[src/rtl/bx_pkg.sv]
package bx_pkg;

  localparam int NUM_BANK_REGS = 6;
  localparam int BP_BITS       = 7;

  localparam logic [2:0] ACC_A = 3'd0;
  localparam logic [2:0] ACC_B = 3'd1;
  localparam logic [2:0] ACC_C = 3'd2;
  localparam logic [2:0] ACC_D = 3'd3;

  // register slot numbers: slot k holds R(32+k)
  localparam logic [2:0] SLOT_R32 = 3'd0;
  localparam logic [2:0] SLOT_R33 = 3'd1;
  localparam logic [2:0] SLOT_R34 = 3'd2;
  localparam logic [2:0] SLOT_R35 = 3'd3;
  localparam logic [2:0] SLOT_R36 = 3'd4;
  localparam logic [2:0] SLOT_R37 = 3'd5;

  typedef struct packed {
    logic       use_const;
    logic [2:0] slot;
    logic [2:0] const_val;
  } bank_src_t;

  function automatic bank_src_t reg_src(logic [2:0] slot);
    bank_src_t s;
    s.use_const = 1'b0;
    s.slot      = slot;
    s.const_val = 3'd0;
    return s;
  endfunction

  function automatic bank_src_t const_src(logic [2:0] val);
    bank_src_t s;
    s.use_const = 1'b1;
    s.slot      = 3'd0;
    s.const_val = val;
    return s;
  endfunction

  // Source table; cls must already hold the base-page override.
  function automatic bank_src_t pick_src(logic [2:0] cls, logic top, logic im);
    bank_src_t s;
    case (cls)
      ACC_A:   s = top ? reg_src(SLOT_R34)
                       : (im ? const_src(3'd5) : reg_src(SLOT_R33));
      ACC_B:   s = top ? (im ? const_src(3'd1) : reg_src(SLOT_R36))
                       : (im ? const_src(3'd5) : reg_src(SLOT_R33));
      ACC_C:   s = top ? (im ? const_src(3'd0) : reg_src(SLOT_R32))
                       : reg_src(SLOT_R35);
      default: s = top ? reg_src(SLOT_R32) : reg_src(SLOT_R37);
    endcase
    return s;
  endfunction

endpackage

[src/rtl/bx_regfile.sv]
module bx_regfile #(
  parameter int BANK_W = 4,
  parameter int NREGS  = bx_pkg::NUM_BANK_REGS,
  localparam int IDX_W = 3
) (
  input  logic                         clk,
  input  logic                         rst_n,
  input  logic                         wr_en,
  input  logic [IDX_W-1:0]             wr_idx,
  input  logic [BANK_W-1:0]            wr_data,
  output logic [NREGS-1:0][BANK_W-1:0] bank_q
);

  for (genvar g = 0; g < NREGS; g++) begin : g_reg
    logic hit;
    assign hit = wr_en && (wr_idx == IDX_W'(g));
    always_ff @(posedge clk) begin
      if (!rst_n)   bank_q[g] <= '0;
      else if (hit) bank_q[g] <= wr_data;
    end
  end

endmodule

[src/rtl/bx_select.sv]
module bx_select #(
  parameter int ADDR_W = 16
) (
  input  logic [2:0]         acc_case,
  input  logic [ADDR_W-1:0]  addr,
  input  logic               int_mode,
  output logic               bad_case,
  output logic               top_half,
  output logic               bp_override,
  output logic [2:0]         eff_cls,
  output bx_pkg::bank_src_t  src
);
  import bx_pkg::*;

  localparam int BP_LO = ADDR_W - BP_BITS;

  logic in_bp_top;

  assign bad_case    = acc_case[2];
  assign top_half    = addr[ADDR_W-1];
  assign in_bp_top   = &addr[ADDR_W-1:BP_LO];
  assign bp_override = (acc_case == ACC_C) && in_bp_top;
  assign eff_cls     = bp_override ? ACC_B : acc_case;

  always_comb begin
    src = pick_src(eff_cls, top_half, int_mode);
  end

endmodule

[src/rtl/bx_bankmux.sv]
module bx_bankmux #(
  parameter int BANK_W = 4,
  parameter int NREGS  = bx_pkg::NUM_BANK_REGS
) (
  input  logic [NREGS-1:0][BANK_W-1:0] bank_q,
  input  bx_pkg::bank_src_t            src,
  output logic [BANK_W-1:0]            bank_sel
);

  logic [BANK_W-1:0] reg_val;

  always_comb begin
    reg_val = '0;
    for (int i = 0; i < NREGS; i++) begin
      if (src.slot == 3'(i)) reg_val = bank_q[i];
    end
  end

  assign bank_sel = src.use_const ? BANK_W'(src.const_val) : reg_val;

endmodule

[src/rtl/bank_xlate.sv]
module bank_xlate #(
  parameter int ADDR_W = 16,
  parameter int BANK_W = 4,
  localparam int PHYS_W = BANK_W + ADDR_W,
  localparam int NREGS  = bx_pkg::NUM_BANK_REGS
) (
  input  logic              clk,
  input  logic              rst_n,
  input  logic              wr_en,
  input  logic [2:0]        wr_idx,
  input  logic [BANK_W-1:0] wr_data,
  input  logic [2:0]        acc_case,
  input  logic [ADDR_W-1:0] addr,
  input  logic              int_mode,
  output logic [PHYS_W-1:0] phys_addr,
  output logic              case_err
);
  import bx_pkg::*;

  logic [NREGS-1:0][BANK_W-1:0] bank_q;
  logic                         bad_case;
  logic                         top_half;
  logic                         bp_override;
  logic [2:0]                   eff_cls;
  bank_src_t                    src;
  logic [BANK_W-1:0]            bank_sel;

  bx_regfile #(.BANK_W(BANK_W), .NREGS(NREGS)) u_regs (
    .clk     (clk),
    .rst_n   (rst_n),
    .wr_en   (wr_en),
    .wr_idx  (wr_idx),
    .wr_data (wr_data),
    .bank_q  (bank_q)
  );

  bx_select #(.ADDR_W(ADDR_W)) u_sel (
    .acc_case    (acc_case),
    .addr        (addr),
    .int_mode    (int_mode),
    .bad_case    (bad_case),
    .top_half    (top_half),
    .bp_override (bp_override),
    .eff_cls     (eff_cls),
    .src         (src)
  );

  bx_bankmux #(.BANK_W(BANK_W), .NREGS(NREGS)) u_mux (
    .bank_q   (bank_q),
    .src      (src),
    .bank_sel (bank_sel)
  );

  assign phys_addr = bad_case ? '0 : {bank_sel, addr};

  always_ff @(posedge clk) begin
    if (!rst_n) case_err <= 1'b0;
    else        case_err <= bad_case;
  end

endmodule

[config.mk]
export PLATFORM = sky130hd
export DESIGN_NAME = bank_xlate
export DESIGN_NICKNAME = d
export VERILOG_FILES = /design/src/rtl/bx_pkg.sv /design/src/rtl/bx_regfile.sv /design/src/rtl/bx_select.sv /design/src/rtl/bx_bankmux.sv /design/src/rtl/bank_xlate.sv
export SDC_FILE = /design/constraint.sdc
export NUM_CORES = 1
export LEC_CHECK = 0
export ABC_AREA = 1
export BUFFER_PORTS_ARGS = -buffer_cell sky130_fd_sc_hd__buf_2
export CAP_MARGIN = 20
export CORE_ASPECT_RATIO = 0.75
export CORE_MARGIN = 4
export CORE_UTILIZATION = 45
export DETAILED_ROUTE_END_ITERATION = 10
export GPL_TIMING_DRIVEN = 0
export PLACE_DENSITY = 0.85
export SYNTH_ARGS = -nofsm -noshare
export SYNTH_HDL_FRONTEND = slang
export SYNTH_SLANG_ARGS = --single-unit
export TNS_END_PERCENT = 30
[constraint.sdc]
create_clock -name clk -period 1.3 [get_ports clk]
set_input_delay 0.13 -clock clk [delete_from_list [all_inputs] [get_ports clk]]
set_output_delay 0.13 -clock clk [all_outputs]
set_load 0.02 [all_outputs]
# Word-level counts from Yosys, hierarchy flattened
# Cells that the tools add are included.
[classes]
multipliers = 0
n_div = 0
shift = 0
magnitude_cmp = 0
n_addsub = 0
bitwise_logic = 0
n_mux = 17
reduce_logical = 11
n_eq_ne = 13
[ops]
columns = ["operator", "count"]
rows = [
  ["7-bit 2-to-1 mux", 6],
  ["4-bit 2-to-1 mux", 7],
  ["7-bit one-hot mux with 3 select lines", 1],
  ["20-bit 2-to-1 mux", 1],
  ["3-bit by 2-bit equality test with 1-bit output, second input constant", 6],
  ["3-bit equality test, second input constant", 4],
  ["3-bit by 1-bit equality test with 1-bit output, second input constant", 3],
  ["3-bit logical NOT", 3],
  ["1-bit logical AND", 7],
  ["7-bit AND reduction", 1],
  ["6-bit 2-to-1 mux", 1],
  ["3-bit 2-to-1 mux", 1],
]
[word_totals]
latchBits = 0
wordCells = 48
ram_bits = 0
romBits = 0
regBits = 25
out_inout_bits = 21
inputBits = 30
memories = 0

# Depth between registers and ports, before layout
[depth]
ltp_word = 14
ltp_mapped = 15
depth_no_buf = 15

# Modules after synthesis
# A second synthesis with hierarchy kept.
[hier_totals]
hier_cells = 299
hier_area_um2 = 1711.6
[by_module_without_submodules]
columns = ["module", "area_each_um2", "instances", "seq_area_each_um2", "cells_per_inst"]
rows = [
  ["bx_regfile", 999.7, 1, 480.5, 149],
  ["bx_bankmux", 266.5, 1, 0.0, 61],
  ["bx_select", 245.2, 1, 0.0, 44],
  ["bank_xlate", 200.2, 1, 20.0, 45],
]

# Worst setup path before layout
# No wires, ideal clock.
[synth_path]
kind = "input -> output"
from = "input port acc_case[0]"
to = "output port phys_addr[16]"
required_time_ns = 1.170
t_arrival_ns = 1.194
stages = 8
n_path_buf = 1
slack_ns = -0.024
cell_sequence = "nor3_1 > nand2_1 > buf_2 > or2_2 > nand2_1 > nand4_1 > nand2_1 > inv_1"
[synth_between]
elab_chain_cells = 14
elab_cells_between_ends = 21
classes_between = "eq/ne: 8; mux: 10; reduce/logical: 3"
[synth_rtl]
columns = ["item", "line_no", "source"]
rows = [
  ["from (decl)", "bank_xlate.sv:12", "input logic [2:0] acc_case,"],
  ["3-bit by 2-bit equality test with 1-bit output", "bx_select.sv:22", "assign bp_override = (acc_case == ACC_C) && in_bp_top;"],
  ["1-bit logical AND", "bx_select.sv:22", ""],
  ["3-bit 2-to-1 mux (*)", "bx_select.sv:23", "assign eff_cls = bp_override ? ACC_B : acc_case;"],
  ["3-bit by 2-bit equality test with 1-bit output, or another cell as far along", "bx_pkg.sv:44", "case (cls)"],
  ["7-bit one-hot mux with 3 select lines (*)", "bx_pkg.sv:44", ""],
  ["3-bit logical NOT", "bx_bankmux.sv:15", "if (src.slot == 3'(i)) reg_val = bank_q[i];"],
  ["4-bit 2-to-1 mux (6 in series)", "bx_bankmux.sv:15", ""],
  ["4-bit 2-to-1 mux (*)", "bx_bankmux.sv:19", "assign bank_sel = src.use_const ? BANK_W'(src.const_val) : reg_val;"],
  ["20-bit 2-to-1 mux (*)", "bank_xlate.sv:54", "assign phys_addr = bad_case ? '0 : {bank_sel, addr};"],
  ["to (decl)", "bank_xlate.sv:15", "output logic [PHYS_W-1:0] phys_addr,"],
]
# Mark *: on every way between the ends. The rest lies on a longest branch, timed or not.

# Worst setup path after layout
[layout_path]
from = "input port acc_case[2]"
to = "output port phys_addr[17]"
[layout_between]
elab_chain_cells = 14
elab_cells_between_ends = 21
classes_between = "eq/ne: 8; mux: 10; reduce/logical: 3"
[layout_rtl]
columns = ["item", "line_no"]
rows = [
  ["3-bit by 2-bit equality test with 1-bit output", "bx_select.sv:22"],
  ["1-bit logical AND", "bx_select.sv:22"],
  ["3-bit 2-to-1 mux", "bx_select.sv:23"],
  ["3-bit by 2-bit equality test with 1-bit output, or another cell as far along", "bx_pkg.sv:44"],
  ["7-bit one-hot mux with 3 select lines", "bx_pkg.sv:44"],
  ["3-bit logical NOT", "bx_bankmux.sv:15"],
  ["4-bit 2-to-1 mux (6 in series)", "bx_bankmux.sv:15"],
  ["4-bit 2-to-1 mux", "bx_bankmux.sv:19"],
  ["20-bit 2-to-1 mux (*)", "bank_xlate.sv:54"],
]
# Marks and branches as above.

==> flow_summary_export.csv <==
group,metric,value,unit
run_status,outcome,"complete, but fails checks",
run_status,violations,"negative setup slack",
sta,slew_viol_final,0,
global_routing,grt_max_degree,16,
worst_setup_path,cp.arrival,1.50,ns
cells_and_area,fillers,248,
clocking,cts.sinks,25,
min_path,hold_start,"rst_n",
global_routing,grt_pass1_wl,6.87,mm
power_and_ir_drop,leakage,1.07,nW
yosys,synthDistinctLibCells,20,
drt,first_pass_iters,7,
sta,setup_tns,-1.22,ns
worst_setup_path,reg2reg_to,"u_regs.bank_q[21]",
clocking,cts_root_buf,"clkbuf_8",
drt,via_per_inst,5.16,
sta,rsz0062_at_grt,"yes",
sta,relSlewSlack,0.720,
yosys,synthCells,246,
global_routing,grt_pass1_vias,1593,
clocking,cts_made_buffers,3,
worst_setup_path,r2r_start,"u_regs.bank_q[21]",
cells_and_area,layout_commonest_cell,"nor2_1",
worst_setup_path,worstSetupPathDepth,14,
cells_and_area,final_cell_mix,"nor2_1, inv_1, buf_2, o21ai_0, dfxtp_1",
power_and_ir_drop,power.density,845,nW/um2
global_routing,grt-ovfl-total,0,
worst_setup_path,cpPeakStageDelay,0.16,ns
floorplan,initial_core_util,0.489,
worst_setup_path,worstSetupPathType,"primary input to output port",
worst_setup_path,crit_buf_inv,8,
worst_setup_path,rrSetupSlack,0.64,ns
sta,fmax,0.614,GHz
drt,drt_wl_total,4.53,mm
drt,vias,1792,
clocking,path_clk_slew,0.09,ns
clocking,clk_path_buf_depth,2,
yosys,synthesis.nets,276,
floorplan,die_y,57.8,um
placed_design,place.gp.congestion,0.888,
placed_design,hpwlAfterDp,3.20,mm
yosys,ys_top_cells_by_area,"dfxtp_1, nor2_1, inv_1, o21ai_0, nand2_1",
sta,hold_viol,0,
worst_setup_path,setup.worst_path.start_class,"primary input",
yosys,syn_area,1490,um2
cells_and_area,nets,340,
cells_and_area,antenna_cells,0,
yosys,synth_top_area_share,0.337,
worst_setup_path,reg2reg_depth,2,
cells_and_area,layout-drive-gt1-share,0.298,
drt,drc_errors,0,
power_and_ir_drop,total_power,1.71,mW
worst_setup_path,crit_path_end_kind,"output port",
cells_and_area,synthToLayoutAreaGrowth,36.5,%
placed_design,pre_cts_ws,-0.386,ns
worst_setup_path,path_cells,"clkbuf_4 -> buf_6 -> clkinvlp_4 -> buf_4 -> nand3_4 -> nand2_4 -> buf_4 -> nand4_1 -> nand2_1 -> inv_1 -> nand3_1 -> nand2_1 -> inv_1 -> buf_4",
drt,antenna_left,0,
placed_design,portBuffers,50,
floorplan,dieArea,4300,um2
sta,finalWorstSetupSlack,-0.329,ns
sta,period_minus_slack,1.63,ns
floorplan,design.core.area,3040,um2
drt,wl_per_cell,13.1,um
sta,worst_pin_slew,0.420,ns
sta,fin_crit_sh,1.25,
yosys,ys_seq_elements,25,
sta,setup_viol,4,
placed_design,postPlaceCellArea,1790,um2
yosys,avgSynthCellArea,6.04,um2
sta,skew,0,ns
worst_setup_path,required,1.17,ns
worst_setup_path,crit_end,"phys_addr[17]",
power_and_ir_drop,irDropWorstVdd,550,uV
yosys,seq_area_frac_synth,0.337,
min_path,hold_path_class,"primary input to flop",
yosys,synth_top_area_cell,"dfxtp_1",
worst_setup_path,worstPathMaxFanout,5,
flow_run,max_cap_violations,0,
min_path,whs_path_depth,3,
clocking,cts_tree,"done",
worst_setup_path,critPathTopFamily,"buffers and inverters",
worst_setup_path,crit_top_cell,"buf_4",
global_routing,grt_antenna_before_repair,0,
floorplan,die-width,74.4,um
worst_setup_path,critPathSlowestCell,"buf_4",
drt,drt_iter0_markers,179,
floorplan,placementRows,17,
cells_and_area,design_area,2030,um2
clocking,clk_latency,0.27,ns
global_routing,grt_usage,0.202,
floorplan,pin_count,51,
yosys,yosysWarnings,0,
worst_setup_path,startpoint,"acc_case[2]",
clocking,htreeDepth,1,
[layout make-up]
class,count,area (um2),area share
multi-input combinational,167,841,0.414
buffer,5,31.3,0.0154
tap,38,47.5,0.0234
clock buffer,3,41.3,0.0203
timing repair buffer,59,368,0.181
inverter,49,193,0.0949
clock inverter,1,7.51,0.00370
sequential,25,500,0.247
[through the flow]
stage,instances,hold WS [ns],util
floorplan,246,0.265,-
global placement,334,0.431,0.589
detailed placement,334,0.438,0.589
CTS,343,0.150,0.638
global route,347,0.171,0.667
finish,347,0.160,0.667
[routing by layer]
layer  wire length [um]  vias up  part of all wire  global-route usage
li1                   -      892                 -                   -
met1               1930      811              0.43               0.272
met2               2120       77              0.47               0.319
met3                409       12             0.090              0.0520
met4                 76        0             0.017              0.0533
met5                  0        -                 0                   0
[where the power goes]
| part | total [mW] | leakage [nW] | internal, mW | switching [mW] |
|---|---|---|---|---|
| registers | 0.806 | 0.203 | 0.793 | 0.0135 |
| clock network | 0.468 | 0.0217 | 0.217 | 0.251 |
| logic | 0.440 | 0.846 | 0.170 | 0.270 |
[tightest hold or removal path, stage by stage]
cell	delay, ns
buf_2	0.14
o21ai_0	0.08
a21oi_1	0.04
[synthesized netlist by cell type]
library cell	n
nand2_4	1
o21ai_0	25
buf_2	2
nor3_1	1
or2_2	3
dfxtp_1	25
nor2_2	2
o21ai_2	3
nand3_1	9
inv_1	48
buf_1	2
nand2_1	28
nand3_4	1
nand2_2	2
a21oi_1	15
inv_2	1
clkbuf_1	1
nand3_2	2
nor2_1	65
nand4_1	10
[kinds of logic after synthesis]
family,synth area share
buffers and inverters,0.138
AO/OA/AOI/OAI,0.152
flip-flops,0.337
AND/OR/NAND/NOR,0.373
[sequential cells by signal, indices dropped and copies added (netlist names)]
| register | cells |
|---|---|
| case_err | 1 |
| u_regs.bank_q | 24 |
[worst min path at each step]
stage                        endpoint  slack, ns
floorplan           u_regs.bank_q[16]       0.26
global placement    u_regs.bank_q[12]       0.43
detailed placement  u_regs.bank_q[15]       0.44
CTS                 u_regs.bank_q[14]       0.15
global route         u_regs.bank_q[3]       0.17
finish               u_regs.bank_q[4]       0.16
[what timing repair did]
item                                    4_1_cts  5_1_grt
pin swaps                                     7       10
gates resized for setup                      19       18
endpoints found under the setup margin        4        4
setup buffers                                 5        4
hold buffers                                  0        0
(Power assumes the default switching activity.)
